<file path="src/rtl/pseq_pkg.sv">
package pseq_pkg;

    localparam int INSTR_W = 14;
    localparam int ADDR_W  = 11;
    localparam int IMM_W   = 8;

    localparam logic [INSTR_W-1:0] RETI_WORD = 14'h1009;

    typedef enum logic [2:0] {
        FLOW_SEQ,
        FLOW_CALL,
        FLOW_JUMP,
        FLOW_RETW,
        FLOW_RETI
    } flow_e;

    typedef enum logic [2:0] {
        PCS_INC,
        PCS_SKIP,
        PCS_TARGET,
        PCS_STACK,
        PCS_VECTOR
    } pc_sel_e;

    typedef struct packed {
        pc_sel_e pc_sel;
        logic    push;
        logic    push_cur;   // push current PC instead of PC+1
        logic    pop;
        logic    gie_set;
        logic    gie_clr;
        logic    wload;
    } seq_ctl_t;

    function automatic flow_e classify(input logic [INSTR_W-1:0] iw);
        if (iw[13:11] == 3'b100)      return FLOW_CALL;
        else if (iw[13:11] == 3'b101) return FLOW_JUMP;
        else if (iw[13:8] == 6'b110001) return FLOW_RETW;
        else if (iw == RETI_WORD)     return FLOW_RETI;
        else                          return FLOW_SEQ;
    endfunction

endpackage

</file>
<file path="src/rtl/pseq_decode.sv">
module pseq_decode
    import pseq_pkg::*;
(
    input  logic [INSTR_W-1:0] instr,
    input  logic               skip_req,
    input  logic               irq,
    input  logic               gie,
    output seq_ctl_t           ctl
);
    flow_e flow;

    always_comb begin
        flow = classify(instr);
        ctl  = '0;
        ctl.pc_sel = PCS_INC;
        if (irq && gie) begin
            ctl.pc_sel   = PCS_VECTOR;
            ctl.push     = 1'b1;
            ctl.push_cur = 1'b1;
            ctl.gie_clr  = 1'b1;
        end else begin
            unique case (flow)
                FLOW_CALL: begin
                    ctl.pc_sel = PCS_TARGET;
                    ctl.push   = 1'b1;
                end
                FLOW_JUMP: ctl.pc_sel = PCS_TARGET;
                FLOW_RETW: begin
                    ctl.pc_sel = PCS_STACK;
                    ctl.pop    = 1'b1;
                    ctl.wload  = 1'b1;
                end
                FLOW_RETI: begin
                    ctl.pc_sel  = PCS_STACK;
                    ctl.pop     = 1'b1;
                    ctl.gie_set = 1'b1;
                end
                default: ctl.pc_sel = skip_req ? PCS_SKIP : PCS_INC;
            endcase
        end
    end
endmodule

</file>
<file path="src/rtl/pseq_stack.sv">
module pseq_stack #(
    parameter int WIDTH = 11,
    parameter int DEPTH = 4
) (
    input  logic             clk,
    input  logic             rst,
    input  logic             push,
    input  logic             pop,
    input  logic [WIDTH-1:0] push_data,
    output logic [WIDTH-1:0] top_data
);
    localparam int SP_W = (DEPTH > 1) ? $clog2(DEPTH) : 1;

    logic [WIDTH-1:0] mem [DEPTH];
    logic [SP_W-1:0]  sp;
    logic [SP_W-1:0]  sp_below;

    // circular index of the most recent entry
    always_comb begin
        if (sp == '0) sp_below = SP_W'(DEPTH - 1);
        else          sp_below = sp - 1'b1;
    end

    assign top_data = mem[sp_below];

    always_ff @(posedge clk) begin
        if (rst) begin
            sp <= '0;
            for (int i = 0; i < DEPTH; i++) mem[i] <= '0;
        end else if (push) begin
            mem[sp] <= push_data;
            sp      <= (sp == SP_W'(DEPTH - 1)) ? '0 : sp + 1'b1;
        end else if (pop) begin
            sp <= sp_below;
        end
    end
endmodule

</file>
<file path="src/rtl/pseq_pc.sv">
module pseq_pc
    import pseq_pkg::*;
#(
    parameter logic [ADDR_W-1:0] VECTOR = 11'h008
) (
    input  logic              clk,
    input  logic              rst,
    input  pc_sel_e           pc_sel,
    input  logic [ADDR_W-1:0] target,
    input  logic [ADDR_W-1:0] stack_top,
    output logic [ADDR_W-1:0] pc,
    output logic [ADDR_W-1:0] pc_inc
);
    logic [ADDR_W-1:0] pc_next;

    assign pc_inc = pc + ADDR_W'(1);

    always_comb begin
        unique case (pc_sel)
            PCS_SKIP:   pc_next = pc + ADDR_W'(2);
            PCS_TARGET: pc_next = target;
            PCS_STACK:  pc_next = stack_top;
            PCS_VECTOR: pc_next = VECTOR;
            default:    pc_next = pc_inc;
        endcase
    end

    always_ff @(posedge clk) begin
        if (rst) pc <= '0;
        else     pc <= pc_next;
    end
endmodule

</file>
<file path="src/rtl/prog_sequencer.sv">
module prog_sequencer
    import pseq_pkg::*;
#(
    parameter int                STACK_DEPTH = 4,
    parameter logic [ADDR_W-1:0] IRQ_VECTOR  = 11'h008
) (
    input  logic               clk,
    input  logic               rst,
    input  logic [INSTR_W-1:0] instr,
    input  logic               skip_req,
    input  logic               irq,
    output logic [ADDR_W-1:0]  fetch_addr,
    output logic               w_load,
    output logic [IMM_W-1:0]   w_data,
    output logic               gie
);
    seq_ctl_t          ctl;
    logic [ADDR_W-1:0] pc, pc_inc, stack_top, push_val;

    pseq_decode u_dec (
        .instr    (instr),
        .skip_req (skip_req),
        .irq      (irq),
        .gie      (gie),
        .ctl      (ctl)
    );

    assign push_val = ctl.push_cur ? pc : pc_inc;

    pseq_stack #(.WIDTH(ADDR_W), .DEPTH(STACK_DEPTH)) u_stk (
        .clk       (clk),
        .rst       (rst),
        .push      (ctl.push),
        .pop       (ctl.pop),
        .push_data (push_val),
        .top_data  (stack_top)
    );

    pseq_pc #(.VECTOR(IRQ_VECTOR)) u_pc (
        .clk       (clk),
        .rst       (rst),
        .pc_sel    (ctl.pc_sel),
        .target    (instr[ADDR_W-1:0]),
        .stack_top (stack_top),
        .pc        (pc),
        .pc_inc    (pc_inc)
    );

    assign fetch_addr = pc;

    always_ff @(posedge clk) begin
        if (rst) begin
            gie    <= 1'b0;
            w_load <= 1'b0;
            w_data <= '0;
        end else begin
            if (ctl.gie_clr)      gie <= 1'b0;
            else if (ctl.gie_set) gie <= 1'b1;
            w_load <= ctl.wload;
            if (ctl.wload) w_data <= instr[IMM_W-1:0];
        end
    end
endmodule

</file>
<file path="config.mk">
export PLATFORM = sky130hd
export DESIGN_NAME = prog_sequencer
export DESIGN_NICKNAME = d
export VERILOG_FILES = /design/src/rtl/pseq_pkg.sv /design/src/rtl/pseq_decode.sv /design/src/rtl/pseq_stack.sv /design/src/rtl/pseq_pc.sv /design/src/rtl/prog_sequencer.sv
export SDC_FILE = /design/constraint.sdc
export NUM_CORES = 1
export LEC_CHECK = 0
export ABC_CLOCK_PERIOD_IN_PS = 2550
export BUFFER_PORTS_ARGS = -buffer_cell sky130_fd_sc_hd__buf_2
export CORE_AREA = 2 2 93 95
export CTS_BUF_LIST = sky130_fd_sc_hd__clkbuf_8
export DETAILED_ROUTE_END_ITERATION = 10
export DIE_AREA = 0 0 95 97
export SETUP_SLACK_MARGIN = 0.2
export SYNTH_ARGS = -nofsm -noshare
export SYNTH_HDL_FRONTEND = slang
export SYNTH_SLANG_ARGS = --single-unit
</file>
<file path="constraint.sdc">
create_clock -name clk -period 2.55 [get_ports clk]
set_input_delay 0.51 -clock clk [delete_from_list [all_inputs] [get_ports clk]]
set_output_delay 0.51 -clock clk [all_outputs]
set_load 0.01 [all_outputs]
</file>
==> results.txt <==
For the worst ir drop on vdd, the log shows 0.436 mV. For the met3 usage, the log shows 0.0460. The ratio of cells with drive above 1 in the final layout came out at 0.274. TritonCTS built the clock tree.

The placer congestion estimate is 0.908, and the net count reported at finish is 378. The floorplan step defined a core boundary enclosing 8130 sq um. Between clock sinks in the finished design, the worst skew comes to 0.0130 ns. Synthesized netlist cell count: 315. The run gives 0.280 as the met2 track demand over resource. The portion of the clock cycle consumed by the worst path in the final layout was 0.829; the max-capacitance violation count was 0. The number of top-level design ports is 39. The run gives 0.289 as the met1 track demand over resource. Class of the most critical setup path: flip-flop to flip-flop.

Summed over all failing endpoints, the final setup total negative slack is 0 ns. During synthesis, Yosys emitted a total of 0 warnings. The worst hold path belongs to the class input pin to flip-flop.

For this block, the initial DRC count from the detailed router was 140. In the post-route analysis, the smallest setup slack over all paths is 0.437 ns. In the routed layout, each cell is associated on average with a via count of 5.39. Initial cell density of the core: 0.443. The number of nets still failing antenna checks after routing is 0, and the count of placed standard cells in the final layout, fillers left out is 466. The logs give 0 for the number of max-slew violations in the final report and 337 for the number of nets in the synthesized netlist. The depth of the worst register-to-register path works out to 5. After detailed placement, the design holds a cell count of 447. The area growth from synthesis to layout works out to 12.4%.

After synthesis the netlist holds a flip-flop and latch count of 67. The run gives 0.617 as the max-slew headroom at the worst pin. The tools report the area of the die as 9220 sq um. The share of power burned in combinational logic came out at 0.112. The worst flop-to-flop path endpoint was u_pc.pc[7]. The first detailed-routing pass took 4 iterations.

The number of different library cells used by synthesis comes to 52. The startpoint identified for the worst hold timing path is instr[0]. The routed design could run at a clock period as short as 2.11 ns. Global routing finished with a remaining overflow of 0.

In the routed design, unresolved DRC markers number 0. The flow ran to the end, and the final reports show no timing, DRC or antenna violations. The tools report the number of antenna diodes as 0.

The biggest area contributor in the post-synthesis netlist is edfxtp_1. The share of the synthesized area in the top cell type is 0.366. The maximum clock insertion buffer count was 2. The critical path data required time was 2.77 ns. OpenSTA, run right after detailed placement, puts the worst setup slack at 0.290 ns.

Maximum fanout along the worst path: 14. Clock-pin slew was measured on the worst setup and hold paths at 0.09 ns. The element type at the critical path start was a flip-flop.

The clock drives 67 sinks. The most instantiated flip-flop cell in the synthesis netlist is edfxtp_1. The number of standard-cell rows in the floorplan is 33, and the total chip power is 2.45 mW. For the worst setup path, the data arrival time is 2.33 ns. After filler insertion, the fill cell instance count of the layout stands at 753. The fraction of synthesis flops using an asynchronous set or reset pin works out to 0. The sequential element share of the synthesized area was 0.494. Measured along the y axis, the die boundary spans 97 um. The run gives 1.78 mW as the cell internal power dissipation. For hold timing, the worst endpoint is w_data[0]. Total half-perimeter wirelength after legalization and detailed placement: 6.13 mm.

The routed wire length per instance works out to 18.2 um. The run gives 1.56 nW as the static leakage power. Entering global routing, the biggest net connects 25 pins.

The routed wire length is 8.48 mm. The power density normalized to cell area is 605 nW/um^2, and the cell area after synthesis is 3610 sq um. The tightest hold path in the finished design has a slack of 0.435 ns. The run gives 0 as the number of antenna violations at the first check in global routing.

The synthesized design contains 44 enable-type register cells. For this design the total switching power over the nets is 0.668 mW. For the pin with the worst max-slew slack, the measured transition is 0.575 ns.

The clock network fraction of total power came out at 0.380. Gates resized during post-CTS repair numbered 0. The global-route usage over all layers is 0.197, and the sequential share of power is 0.508.

The mean instance size in the synthesized netlist came out at 11.4 sq um. Input and output buffers added on the ports amount to 38. The die is 95 um wide. In this run the critical register-to-register path is launched from u_stk.sp[0]. The count of endpoints failing hold in the final timing report is 0.

Yosys attributes the largest share of cell area to edfxtp_1 37%, dfxtp_1 13%, mux4_2 6.2%. The maximum level of the CTS H-tree was 3. The fraction of power spent switching nets works out to 0.273. The worst register-to-register path has a setup slack of 0.44 ns.

Detailed routing inserted a total of 2512 vias. The first global-routing pass estimated 13.6 mm of wire. Static timing analysis puts the maximum clock frequency at 473 MHz. Setup repair after global routing left no endpoint under its margin.

The number of instances on the worst hold path came out at 3. The number of failing setup endpoints in the final timing report is 0. For the CTS buffer count, the log shows 9. The worst setup path is captured at a flip-flop. The run gives 0.35 ns as the clock insertion delay at the later pin of the skew report. The tools report the root buffer cell as clkbuf_8. met1 is the most crowded layer. The tools report the via count of the first global-routing pass as 2431.
cells in the mapped netlist (3+ instances only):
cell type  count
mux2i_1        9
xor2_1        16
xnor2_1       11
clkbuf_8       3
a21oi_1        5
nor3_1        11
nor2_1        55
nand4_1        6
ha_1           4
nand3_1       11
inv_1         13
clkbuf_1       4
buf_6          6
a22oi_1        9
nor4_1         3
a21o_2         4
nand2_2        3
nand2_1       13
a221oi_1       9
dfxtp_1       23
a21o_1         5
edfxtp_1      44
nor2_4         3
mux4_2        10
timing repair:
item	CTS	global route
setup endpoints to repair	0	5
hold buffers	0	0
buffers inserted	0	3
worst max-delay path by stage:
| stage | end | from | cells after the start | slack, ns |
|---|---|---|---|---|
| 2_1_floorplan | u_stk.mem[0][0] | instr[13] | 5 | 0.49 |
| 3_3_place_gp | u_pc.pc[7] | u_stk.sp[0] | 6 | 0.33 |
| 3_5_place_dp | u_pc.pc[7] | u_stk.sp[0] | 6 | 0.29 |
| 4_1_cts | u_pc.pc[7] | u_stk.sp[0] | 6 | 0.28 |
| 5_1_grt | u_stk.mem[0][10] | u_pc.pc[0] | 6 | 0.25 |
| 6_report | u_pc.pc[7] | u_stk.sp[0] | 5 | 0.44 |
placed cells by master (no fill, tap or decap), types with 2 or more instances in the layout:
cell / netlist / final
a211oi_2: 2 / 2
a21o_1: 5 / 5
a21o_2: 4 / 4
a21oi_1: 5 / 5
a221oi_1: 9 / 9
a22oi_1: 9 / 9
and2_1: 2 / 2
buf_2: 1 / 38
buf_4: 2 / 10
clkbuf_8: 3 / 9
clkinvlp_4: 0 / 2
dfxtp_1: 23 / 23
edfxtp_1: 44 / 44
ha_1: 4 / 4
inv_1: 13 / 13
inv_6: 0 / 3
mux2i_1: 9 / 9
mux4_2: 10 / 10
nand2_1: 13 / 13
nand2_2: 3 / 3
nand3_1: 11 / 11
nand4_1: 6 / 6
nand4_2: 2 / 2
nor2_1: 55 / 55
nor2_2: 2 / 2
nor2_4: 3 / 3
nor3_1: 11 / 11
nor4_1: 3 / 3
o21ai_0: 2 / 2
xnor2_1: 11 / 11
xor2_1: 16 / 16
power groups by stage:
stage               combinational [mW]  sequential [mW]  clock (mW)
floorplan                        0.204             1.25           0
global placement                 0.270             1.27           0
detailed placement               0.272             1.27           0
CTS                              0.274             1.24       0.951
global route                     0.300             1.25       0.998
finish                           0.275             1.24       0.932
worst max-delay path, cell delays in order (launching register included):
cell      delay (ns)
dfxtp_1         0.43
inv_2           0.10
ha_1            0.67
mux4_2          0.40
a22oi_1         0.27
a221oi_1        0.13
layout make-up:
class	instances	area, sq um	share of cell area
multi-input combinational	215	1590	0.393
inverter	14	52.6	0.0130
sequential	67	1780	0.440
clock buffer	9	124	0.0306
tap	105	131	0.0324
timing repair buffer	49	285	0.0704
clock inverter	7	82.6	0.0204
stage by stage:
step | instance area (sq um) | util
CTS | 4020 | 0.494
global route | 4050 | 0.498
floorplan | 3610 | -
global placement | 3810 | 0.468
detailed placement | 3810 | 0.468
finish | 4050 | 0.498
flip-flops by register name, summed over array words and instances (netlist names):
name and flops:
gie 1, w_load 1, u_pc.pc 11, w_data 8
u_stk.sp 2, u_stk.mem 44
metal layers:
metal | wire length, um | part of all wire
met1 | 4230 | 0.50
met2 | 3770 | 0.44
met5 | 0 | 0
met4 | 150 | 0.018
met3 | 331 | 0.039
logic make-up (layout without fill, tap and decap cells):
group | Yosys count | in the layout | synth area share
buffers and inverters | 33 | 79 | 0.0638
AO/OA/AOI/OAI | 44 | 44 | 0.0975
multiplexers | 21 | 21 | 0.0979
flip-flops | 67 | 67 | 0.494
AND/OR/NAND/NOR | 119 | 119 | 0.167
adder cells (fa/ha/maj) | 4 | 4 | 0.0139
XOR/XNOR | 27 | 27 | 0.0656
No activity file was read; power rests on OpenSTA's default activity.
